[src/rtl/pgr_pkg.sv]
package pgr_pkg;

   typedef enum logic [1:0] {
      PG_IDLE   = 2'd0,
      PG_SEND   = 2'd1,
      PG_SETTLE = 2'd2
   } pg_state_e;

   // Frame length: start bit, address field, count field.
   function automatic int pg_frame_bits(input int aw, input int cw);
      return 1 + aw + cw;
   endfunction

endpackage

[src/rtl/pgr_prio_sel.sv]
module pgr_prio_sel #(
   parameter int NPIX    = 256,
   parameter int CW      = 5,
   parameter int AW      = 8,
   parameter int REG_OUT = 1
) (
   input  logic               clk,
   input  logic               rst_n,
   input  logic [NPIX*CW-1:0] cnt_flat_i,
   input  logic [NPIX-1:0]    mask_i,
   output logic               hit_o,
   output logic [AW-1:0]      sel_addr_o,
   output logic [CW-1:0]      sel_cnt_o
);

   if (REG_OUT != 0 && REG_OUT != 1) begin : g_bad_regout
      $error("pgr_prio_sel: REG_OUT must be 0 or 1");
   end
   if ((1 << AW) < NPIX) begin : g_bad_aw
      $error("pgr_prio_sel: AW too narrow for NPIX");
   end

   logic [NPIX-1:0] act;

   for (genvar gi = 0; gi < NPIX; gi++) begin : g_act
      assign act[gi] = (|cnt_flat_i[gi*CW +: CW]) & ~mask_i[gi];
   end

   logic          c_hit;
   logic [AW-1:0] c_addr;
   logic [CW-1:0] c_cnt;

   // Ascending scan: the last active index found is the highest one.
   always_comb begin
      c_hit  = |act;
      c_addr = '0;
      c_cnt  = '0;
      for (int i = 0; i < NPIX; i++) begin
         if (act[i]) begin
            c_addr = AW'(i);
            c_cnt  = cnt_flat_i[i*CW +: CW];
         end
      end
   end

   if (REG_OUT == 1) begin : g_reg
      always_ff @(posedge clk or negedge rst_n) begin
         if (!rst_n) begin
            hit_o      <= 1'b0;
            sel_addr_o <= '0;
            sel_cnt_o  <= '0;
         end else begin
            hit_o      <= c_hit;
            sel_addr_o <= c_addr;
            sel_cnt_o  <= c_cnt;
         end
      end
   end else begin : g_comb
      assign hit_o      = c_hit;
      assign sel_addr_o = c_addr;
      assign sel_cnt_o  = c_cnt;
   end

   // an active group always presents a non-zero selected count
   p_hit_has_count_r7: assert property (@(posedge clk) disable iff (!rst_n)
      hit_o |-> (sel_cnt_o != '0));

endmodule

[src/rtl/pgr_serializer.sv]
module pgr_serializer import pgr_pkg::*; #(
   parameter int AW = 8,
   parameter int CW = 5
) (
   input  logic          clk,
   input  logic          rst_n,
   input  logic          load_i,
   input  logic [AW-1:0] addr_i,
   input  logic [CW-1:0] cnt_i,
   output logic          sdo_o,
   output logic          frame_o
);

   localparam int FL = pg_frame_bits(AW, CW);
   localparam int BW = $clog2(FL + 1);

   logic [FL-1:0] shreg;
   logic [BW-1:0] bits_left;

   always_ff @(posedge clk or negedge rst_n) begin
      if (!rst_n) begin
         shreg     <= '0;
         bits_left <= '0;
      end else if (load_i) begin
         shreg     <= {1'b1, addr_i, cnt_i};
         bits_left <= BW'(FL);
      end else if (bits_left != '0) begin
         shreg     <= shreg << 1;
         bits_left <= bits_left - 1'b1;
      end
   end

   assign frame_o = (bits_left != '0);
   assign sdo_o   = frame_o & shreg[FL-1];

   // every frame opens with a start bit of one
   p_start_bit_r2: assert property (@(posedge clk) disable iff (!rst_n)
      $rose(frame_o) |-> sdo_o);

   // the controller never reloads during a frame
   p_no_reload_r3: assert property (@(posedge clk) disable iff (!rst_n)
      load_i |-> !frame_o);

endmodule

[src/rtl/pgr_strobe_ctrl.sv]
module pgr_strobe_ctrl import pgr_pkg::*; #(
   parameter int AW         = 8,
   parameter int SETTLE_CYC = 1
) (
   input  logic          clk,
   input  logic          rst_n,
   input  logic          rd_req_i,
   input  logic          hit_i,
   input  logic [AW-1:0] sel_addr_i,
   input  logic          frame_i,
   output logic          ready_o,
   output logic          load_o,
   output logic          swap_stb_o,
   output logic [AW-1:0] swap_addr_o,
   output logic          err_o
);

   if (SETTLE_CYC < 1) begin : g_bad_settle
      $error("pgr_strobe_ctrl: SETTLE_CYC must be at least 1");
   end

   localparam int SW = $clog2(SETTLE_CYC + 1);

   pg_state_e     st;
   logic [SW-1:0] settle_left;

   assign ready_o = (st == PG_IDLE);
   assign load_o  = ready_o & rd_req_i & hit_i;

   always_ff @(posedge clk or negedge rst_n) begin
      if (!rst_n) begin
         st          <= PG_IDLE;
         settle_left <= '0;
         swap_stb_o  <= 1'b0;
         swap_addr_o <= '0;
         err_o       <= 1'b0;
      end else begin
         swap_stb_o <= load_o;
         err_o      <= ready_o & rd_req_i & ~hit_i;
         if (load_o) begin
            swap_addr_o <= sel_addr_i;
         end
         case (st)
            PG_IDLE: begin
               if (load_o) st <= PG_SEND;
            end
            PG_SEND: begin
               if (!frame_i) begin
                  st          <= PG_SETTLE;
                  settle_left <= SW'(SETTLE_CYC - 1);
               end
            end
            PG_SETTLE: begin
               if (settle_left == '0) st <= PG_IDLE;
               else                   settle_left <= settle_left - 1'b1;
            end
            default: st <= PG_IDLE;
         endcase
      end
   end

   // the swap is a single-cycle pulse
   p_swap_single_r4: assert property (@(posedge clk) disable iff (!rst_n)
      swap_stb_o |=> !swap_stb_o);

   // a request while busy never starts a swap
   p_busy_ignored_r3: assert property (@(posedge clk) disable iff (!rst_n)
      (rd_req_i && !ready_o) |=> !swap_stb_o);

   // a request with no active pixel flags an error, no swap
   p_empty_request_r8: assert property (@(posedge clk) disable iff (!rst_n)
      (rd_req_i && ready_o && !hit_i) |=> (err_o && !swap_stb_o));

   // the target address holds through the readout
   p_swap_addr_hold_r4: assert property (@(posedge clk) disable iff (!rst_n)
      (!ready_o && !swap_stb_o) |-> $stable(swap_addr_o));

endmodule

[src/rtl/pixgrp_readout.sv]
module pixgrp_readout #(
   parameter int NPIX       = 256,
   parameter int CW         = 5,
   parameter int SETTLE_CYC = 1,
   parameter int REG_SEL    = 1,
   localparam int AW        = $clog2(NPIX)
) (
   input  logic               clk,
   input  logic               rst_n,
   input  logic [NPIX*CW-1:0] pix_cnt_i,
   input  logic [NPIX-1:0]    pix_mask_i,
   input  logic               rd_req_i,
   output logic               rd_ready_o,
   output logic               hit_or_o,
   output logic               swap_stb_o,
   output logic [AW-1:0]      swap_addr_o,
   output logic               ser_data_o,
   output logic               ser_frame_o,
   output logic               strobe_err_o
);

   if (NPIX < 2 || (NPIX & (NPIX - 1)) != 0) begin : g_bad_npix
      $error("pixgrp_readout: NPIX must be a power of two, at least 2");
   end
   if (CW < 1) begin : g_bad_cw
      $error("pixgrp_readout: CW must be at least 1");
   end

   logic          hit;
   logic [AW-1:0] sel_addr;
   logic [CW-1:0] sel_cnt;
   logic          load;

   pgr_prio_sel #(
      .NPIX    (NPIX),
      .CW      (CW),
      .AW      (AW),
      .REG_OUT (REG_SEL)
   ) u_sel (
      .clk        (clk),
      .rst_n      (rst_n),
      .cnt_flat_i (pix_cnt_i),
      .mask_i     (pix_mask_i),
      .hit_o      (hit),
      .sel_addr_o (sel_addr),
      .sel_cnt_o  (sel_cnt)
   );

   pgr_strobe_ctrl #(
      .AW         (AW),
      .SETTLE_CYC (SETTLE_CYC)
   ) u_ctrl (
      .clk         (clk),
      .rst_n       (rst_n),
      .rd_req_i    (rd_req_i),
      .hit_i       (hit),
      .sel_addr_i  (sel_addr),
      .frame_i     (ser_frame_o),
      .ready_o     (rd_ready_o),
      .load_o      (load),
      .swap_stb_o  (swap_stb_o),
      .swap_addr_o (swap_addr_o),
      .err_o       (strobe_err_o)
   );

   pgr_serializer #(
      .AW (AW),
      .CW (CW)
   ) u_ser (
      .clk     (clk),
      .rst_n   (rst_n),
      .load_i  (load),
      .addr_i  (sel_addr),
      .cnt_i   (sel_cnt),
      .sdo_o   (ser_data_o),
      .frame_o (ser_frame_o)
   );

   assign hit_or_o = hit;

   // the line is low outside a frame
   p_idle_low_r2: assert property (@(posedge clk) disable iff (!rst_n)
      !ser_frame_o |-> !ser_data_o);

endmodule

[config.mk]
export PLATFORM = sky130hd
export DESIGN_NAME = pixgrp_readout
export DESIGN_NICKNAME = d
export VERILOG_FILES = /design/src/rtl/pgr_pkg.sv /design/src/rtl/pgr_prio_sel.sv /design/src/rtl/pgr_serializer.sv /design/src/rtl/pgr_strobe_ctrl.sv /design/src/rtl/pixgrp_readout.sv
export SDC_FILE = /design/constraint.sdc
export NUM_CORES = 2
export LEC_CHECK = 0
export BUFFER_PORTS_ARGS = -buffer_cell sky130_fd_sc_hd__buf_2
export CORE_AREA = 8 8 592 594
export DETAILED_ROUTE_END_ITERATION = 10
export DIE_AREA = 0 0 600 602
export MAX_ROUTING_LAYER = met4
export SYNTH_ARGS = -nofsm -noshare
export SYNTH_HDL_FRONTEND = slang
export SYNTH_SLANG_ARGS = --single-unit
[constraint.sdc]
create_clock -name clk -period 2.3 [get_ports clk]
set_clock_uncertainty 0.05 [all_clocks]
set_input_delay 0.345 -clock clk [delete_from_list [all_inputs] [get_ports clk]]
set_output_delay 0.345 -clock clk [all_outputs]
set_load 0.02 [all_outputs]
; Word level (Yosys, flattened, before mapping)
; Index checks and enable logic that the tools add are counted.
[word_totals]
input_bits = 1539
regBits = 45
wordCells = 1319
[op_classes]
add_sub_neg = 2
reduce_logical = 263
n_eq_ne = 5
bitwise_logic = 517
muxes = 522
[ops]
columns = cell, count
row1 = 2-to-1 mux 5 bit, 272
row2 = OR reduction 5 bit, 256
row3 = 2-to-1 mux 8 bit, 128
row4 = 2-to-1 mux 7 bit, 64
row5 = AND 1 bit, 260
row6 = NOT 1 bit, 257
row7 = OR reduction 256 bit, 1
row8 = 2-to-1 mux 6 bit, 32
row9 = 2-to-1 mux 4 bit, 10
row10 = 2-to-1 mux 14 bit, 2
row11 = 2-to-1 mux 3 bit, 4
row12 = 2-to-1 mux 2 bit, 5
row13 = "!= test 2 bit, second input constant", 3
row14 = case mux 2 bit (3 select lines), 1
row15 = nonzero test 2 bit, 2
row16 = nonzero test 4 bit, 1
row17 = "subtractor 4 x 1 -> 4 bit, second input constant", 1
row18 = 2-to-1 mux 1 bit, 3
row19 = AND reduction 3 bit, 1
row20 = "== test 2 x 1 -> 1 bit, second input constant", 1
row21 = "== test 2 bit, second input constant", 1
row22 = logical NOT 2 bit, 1
row23 = case mux 1 bit (2 select lines), 1
row24 = AND reduction 2 bit, 1
row25 = "subtractor 1 bit, second input constant", 1

; Longest topological paths before layout
[logic_depth]
ltp_word = 258
depth_mapped = 11
depth_no_buf = 10

; Hierarchy
; A second synthesis with hierarchy kept.
[unflattened]
cells_unflattened = 4136
hier_area_um2 = 25555.8
[by_module_without_submodules]
columns = mod, instances, area_each_um2, cells_each
row1 = pgr_prio_sel, 1, 24234.5, 4014
row2 = pgr_serializer, 1, 877.1, 94
row3 = pgr_strobe_ctrl, 1, 444.2, 28

; Worst setup path before layout
; OpenSTA, ideal clock, no wires.
[synth_path]
kind = input -> register
start = in pix_cnt_i[495]
end = reg u_sel.sel_cnt_o[0]
arrival_time_ps = 2779
path_stages = 10
t_required_ps = 2126
setup_slack_ps = -653
cell_sequence = nor4_1 -> a21o_1 -> clkbuf_1 -> mux2i_1 -> nor3_1 -> or4_1 -> nor4_1 -> o2111ai_1 -> a31o_1 -> a211o_1
[synth_between]
elab_chain_len = 159
[synth_lines]
columns = item, line
row1 = "start, declared", pixgrp_readout.sv:10  ; input logic [NPIX*CW-1:0] pix_cnt_i,
row2 = OR reduction 5 bit, pgr_prio_sel.sv:26  ; assign act[gi] = (|cnt_flat_i[gi*CW +: CW]) & ~mask_i[gi];
row3 = AND 1 bit, pgr_prio_sel.sv:26
row4 = 2-to-1 mux 5 bit (*) (157 in series), pgr_prio_sel.sv:39  ; if (act[i]) begin
row5 = net u_sel.c_cnt[0], pgr_prio_sel.sv:31  ; logic [CW-1:0] c_cnt;
row6 = "end signal, assigned", pgr_prio_sel.sv:55  ; sel_cnt_o <= c_cnt;
row7 = "end, declared", pgr_prio_sel.sv:13  ; output logic [CW-1:0] sel_cnt_o
; Mark *: on every way through the listed nets, which the timed path passes. The rest lies on a longest branch.
; A chain may end at the register's enable or synchronous reset.

; Worst setup path after layout
[layout_path]
start = in pix_cnt_i[573]
end = reg u_sel.sel_cnt_o[1]
[layout_between]
elab_chain_len = 144
[layout_lines]
columns = item, line
row1 = OR reduction 5 bit, pgr_prio_sel.sv:26
row2 = AND 1 bit, pgr_prio_sel.sv:26
row3 = 2-to-1 mux 5 bit (142 in series), pgr_prio_sel.sv:39
row4 = net u_sel.c_cnt[1], pgr_prio_sel.sv:31
; The timed path passes the listed nets, and every way through them passes these cells.

==> flow_summary_export.csv <==
group,metric,value,unit
cts,cts_hold_buf,0,
placed_design,port_buffers,1552,
critical_path,critPathMaxFanout,2,
min_path,hp-class,"input pin to asynchronous set/reset pin",
critical_path,r2r_start,"u_ctrl.st[1]$_DFFE_PN0P_",
routing,dr_wl_met2,174,mm
timing,maxSlewViolCount,0,
cts,clkSlewWorstSetupHoldPaths,70,ps
synthesis,yosysTopAreaCellShare,0.0869,
cells_and_area,fill_cells,39455,
power,power,13.9,mW
placed_design,dpl_cell_area,58300,um2
timing,worst_pin_slew,948,ps
cells_and_area,final_nets,9783,
floorplan,ios,1553,
synthesis,synth_edf_count,0,
timing,fin_crit_sh,1.72,
routing,dr.pass1.iters,7,
routing,drtIter0Drc,5164,
timing,rsz0062_at_grt,"true",
critical_path,r2r-end,"u_ser.shreg[7]$_DFFE_PN0P_",
routing,wl_met3,50.2,mm
synthesis,yosys.area_share.simple,0.401,
cts,cts.path.max_buffers,2,
timing,hold_viol_final,0,
synthesis,synthMuxAreaShare,0.0109,
synthesis,synth.most_common_cell,"nor2_1",
flow_run,cap_violations,0,
routing,antenna_left,0,
synthesis,synth_xor_area_frac,0.000707,
cts,worstSkewPairLatency,300,ps
run_status,status,"complete, but fails checks",
synthesis,syn_nets,5661,
grt,grt_usage,0.224,
synthesis,synth_top_flop_cell,"dfrtp_1",
critical_path,reg2reg_slack,370,ps
routing,drc,0,
routing,vias_per_cell,4.17,
synthesis,ys_ff_latch,44,
grt,antenna_found_initial,487,
floorplan,die_w,600,um
critical_path,arrival,4110,ps
synthesis,ys_top_cells_by_count,"nor2_1, a21oi_1, inv_1",
placed_design,placedCellCount,12750,
placed_design,dp_hpwl,394,mm
critical_path,r2r_cells,5,
critical_path,cp.required,2460,ps
cells_and_area,drive_above_1_share,0.558,
synthesis,synth.area.top_cells,"a21oi_1, nor2_1, o21ai_0",
grt,grt_pass1_vias,54175,
grt,grt_max_degree,45,
timing,setup_tns,-12110,ps
synthesis,yosys_warnings,0,
cts,root_buffer,"clkbuf_16",
cts,cts_sinks,44,
power,power_density,220,nW/um2
synthesis,synth-async-reset-ratio,1.00,
cts,tritoncts,"yes",
synthesis,synth_fa_ha_area_frac,0.00101,
placed_design,pre_cts_ws,-3020,ps
cells_and_area,multi_input_area,25500,um2
placed_design,gp_congestion,1.05,
routing,met1_length,179,mm
grt,grt_first_pass_wirelength,527,mm
timing,timing.fmax,253,MHz
grt,gr-total-overflow,0,
cells_and_area,seq_area,1100,um2
routing,wl_per_cell,31.4,um
routing,maxUsedRoutingLayer,"met4",
floorplan,dieHeight,602,um
run_status,violations,"negative setup slack",
critical_path,cp-start-kind,"input pin",
synthesis,synth-compound-area-share,0.485,
synthesis,ys_seq_area_frac,0.0445,
cells_and_area,instances_no_fill,13272,
cts,cts_made_buffers,5,
timing,finalSetupViolCount,14,
power,p_leak,28.7,nW
timing,layout_setup_ws,-1650,ps
timing,slew_headroom,0.360,
synthesis,synth_top_family_by_area,"compound AO/OA/AOI/OAI gates",
power,ir_drop,0.319,mV
floorplan,start_util,0.0726,
routing,dr_total_vias,55335,
routing,wirelength,417,mm
cells_and_area,synthToLayoutAreaGrowth,155,%
synthesis,post-synth-top-area-cell,"a21oi_1",
critical_path,cp-end-kind,"flop",
synthesis,post_synth.cell_area_avg,6.01,um2
synthesis,synth.distinct_cells,96,
floorplan,dieArea,361000,um2
synthesis,syn_area,24800,um2
synthesis,syn_inst,4120,
critical_path,path_class,"input pin to flop",
floorplan,core,341000,um2
floorplan,rows,215,
cells_and_area,final_cell_area,63200,um2
timing,period_needed,3950,ps
cts,htreeDepth,2,
state kept, by name, summed over array words and instances, names as in the netlist:
register	flops
u_ctrl.err_o	1
u_ctrl.st	2
u_ctrl.swap_addr_o	8
u_ctrl.swap_stb_o	1
u_sel.hit_o	1
u_sel.sel_addr_o	8
u_sel.sel_cnt_o	5
u_ser.bits_left	4
u_ser.shreg	14
critical path, cell delays in order:
cell,delay [ps]
buf_6,90
or4_4,520
o21a_1,180
a211o_1,290
a2111oi_4,340
buf_4,210
o311ai_4,110
buf_12,180
nor4b_4,770
nand2_4,170
and4bb_4,450
o21ai_4,120
a211oi_2,210
placed cells by master (no fill, tap or decap), types with 73 or more instances in the layout:
cell type / n
nor3b_1: 75
o211ai_1: 83
nor2b_1: 117
nand2b_1: 112
o2111ai_1: 73
nand3_1: 75
nor4_1: 152
buf_4: 2508
o21ai_0: 288
inv_1: 326
buf_2: 1520
nand2_1: 278
buf_6: 85
nor3_1: 267
a21oi_1: 396
a21o_1: 185
diode_2: 472
nor2_1: 443
layer usage:
layer	vias to the layer above	track usage
met4	0	0.0594
met5	-	-
met3	668	0.0964
met2	3118	0.326
li1	25209	-
met1	26340	0.281
cell families (layout without fill, tap and decap cells):
| family | count (synthesis) | count (layout) |
|---|---|---|
| AO/OA/AOI/OAI | 1763 | 1763 |
| buffers and inverters | 375 | 4498 |
| other | 0 | 472 |
| adder cells (fa/ha/maj) | 2 | 2 |
| flip-flops | 44 | 44 |
| XOR/XNOR | 2 | 2 |
| multiplexers | 27 | 27 |
| AND/OR/NAND/NOR | 1907 | 1907 |
what timing repair did:
action,4_1_cts,5_1_grt
endpoints found under the setup margin,14,14
pin swaps,107,129
setup buffers,26,40
cloned,0,0
gates resized for setup,378,243
how the worst max path moves through the flow:
stage,startpoint,to,slack (ps)
after floorplan,pix_cnt_i[571],u_sel.sel_cnt_o[1]$_DFF_PN0_,-450
after global placement,pix_cnt_i[571],u_sel.sel_cnt_o[1]$_DFF_PN0_,-2980
after detailed placement,pix_cnt_i[571],u_sel.sel_cnt_o[1]$_DFF_PN0_,-3020
after CTS,pix_cnt_i[574],u_sel.sel_cnt_o[1]$_DFF_PN0_,-1770
after global routing,pix_cnt_i[573],u_sel.sel_cnt_o[1]$_DFF_PN0_,-1640
final,pix_cnt_i[573],u_sel.sel_cnt_o[1]$_DFF_PN0_,-1650
power by group:
group          leakage, nW  internal (mW)  switching (mW)
clock network       0.0834          0.518           0.359
logic                 28.1           5.37            6.42
registers            0.501           1.03           0.187
total                 28.7           6.91            6.97
per-stage QoR:
| step | utilization | hold slack, ps |
|---|---|---|
| after floorplan | - | -0.591 |
| after global placement | 0.171 | 405 |
| after detailed placement | 0.171 | 412 |
| after CTS | 0.178 | 95.7 |
| after global routing | 0.185 | 125 |
| final | 0.185 | 71.9 |
final cells by class:
cell class              instances  area share
repair buffers               4163       0.448
multi-input cells            3701       0.403
well taps                    4557      0.0902
inverters                     327      0.0194
diodes                        472      0.0187
flip-flops and latches         44      0.0174
clock buffers                   5     0.00198
clock inverters                 3    0.000732
No activity file was read; power rests on OpenSTA's default activity.
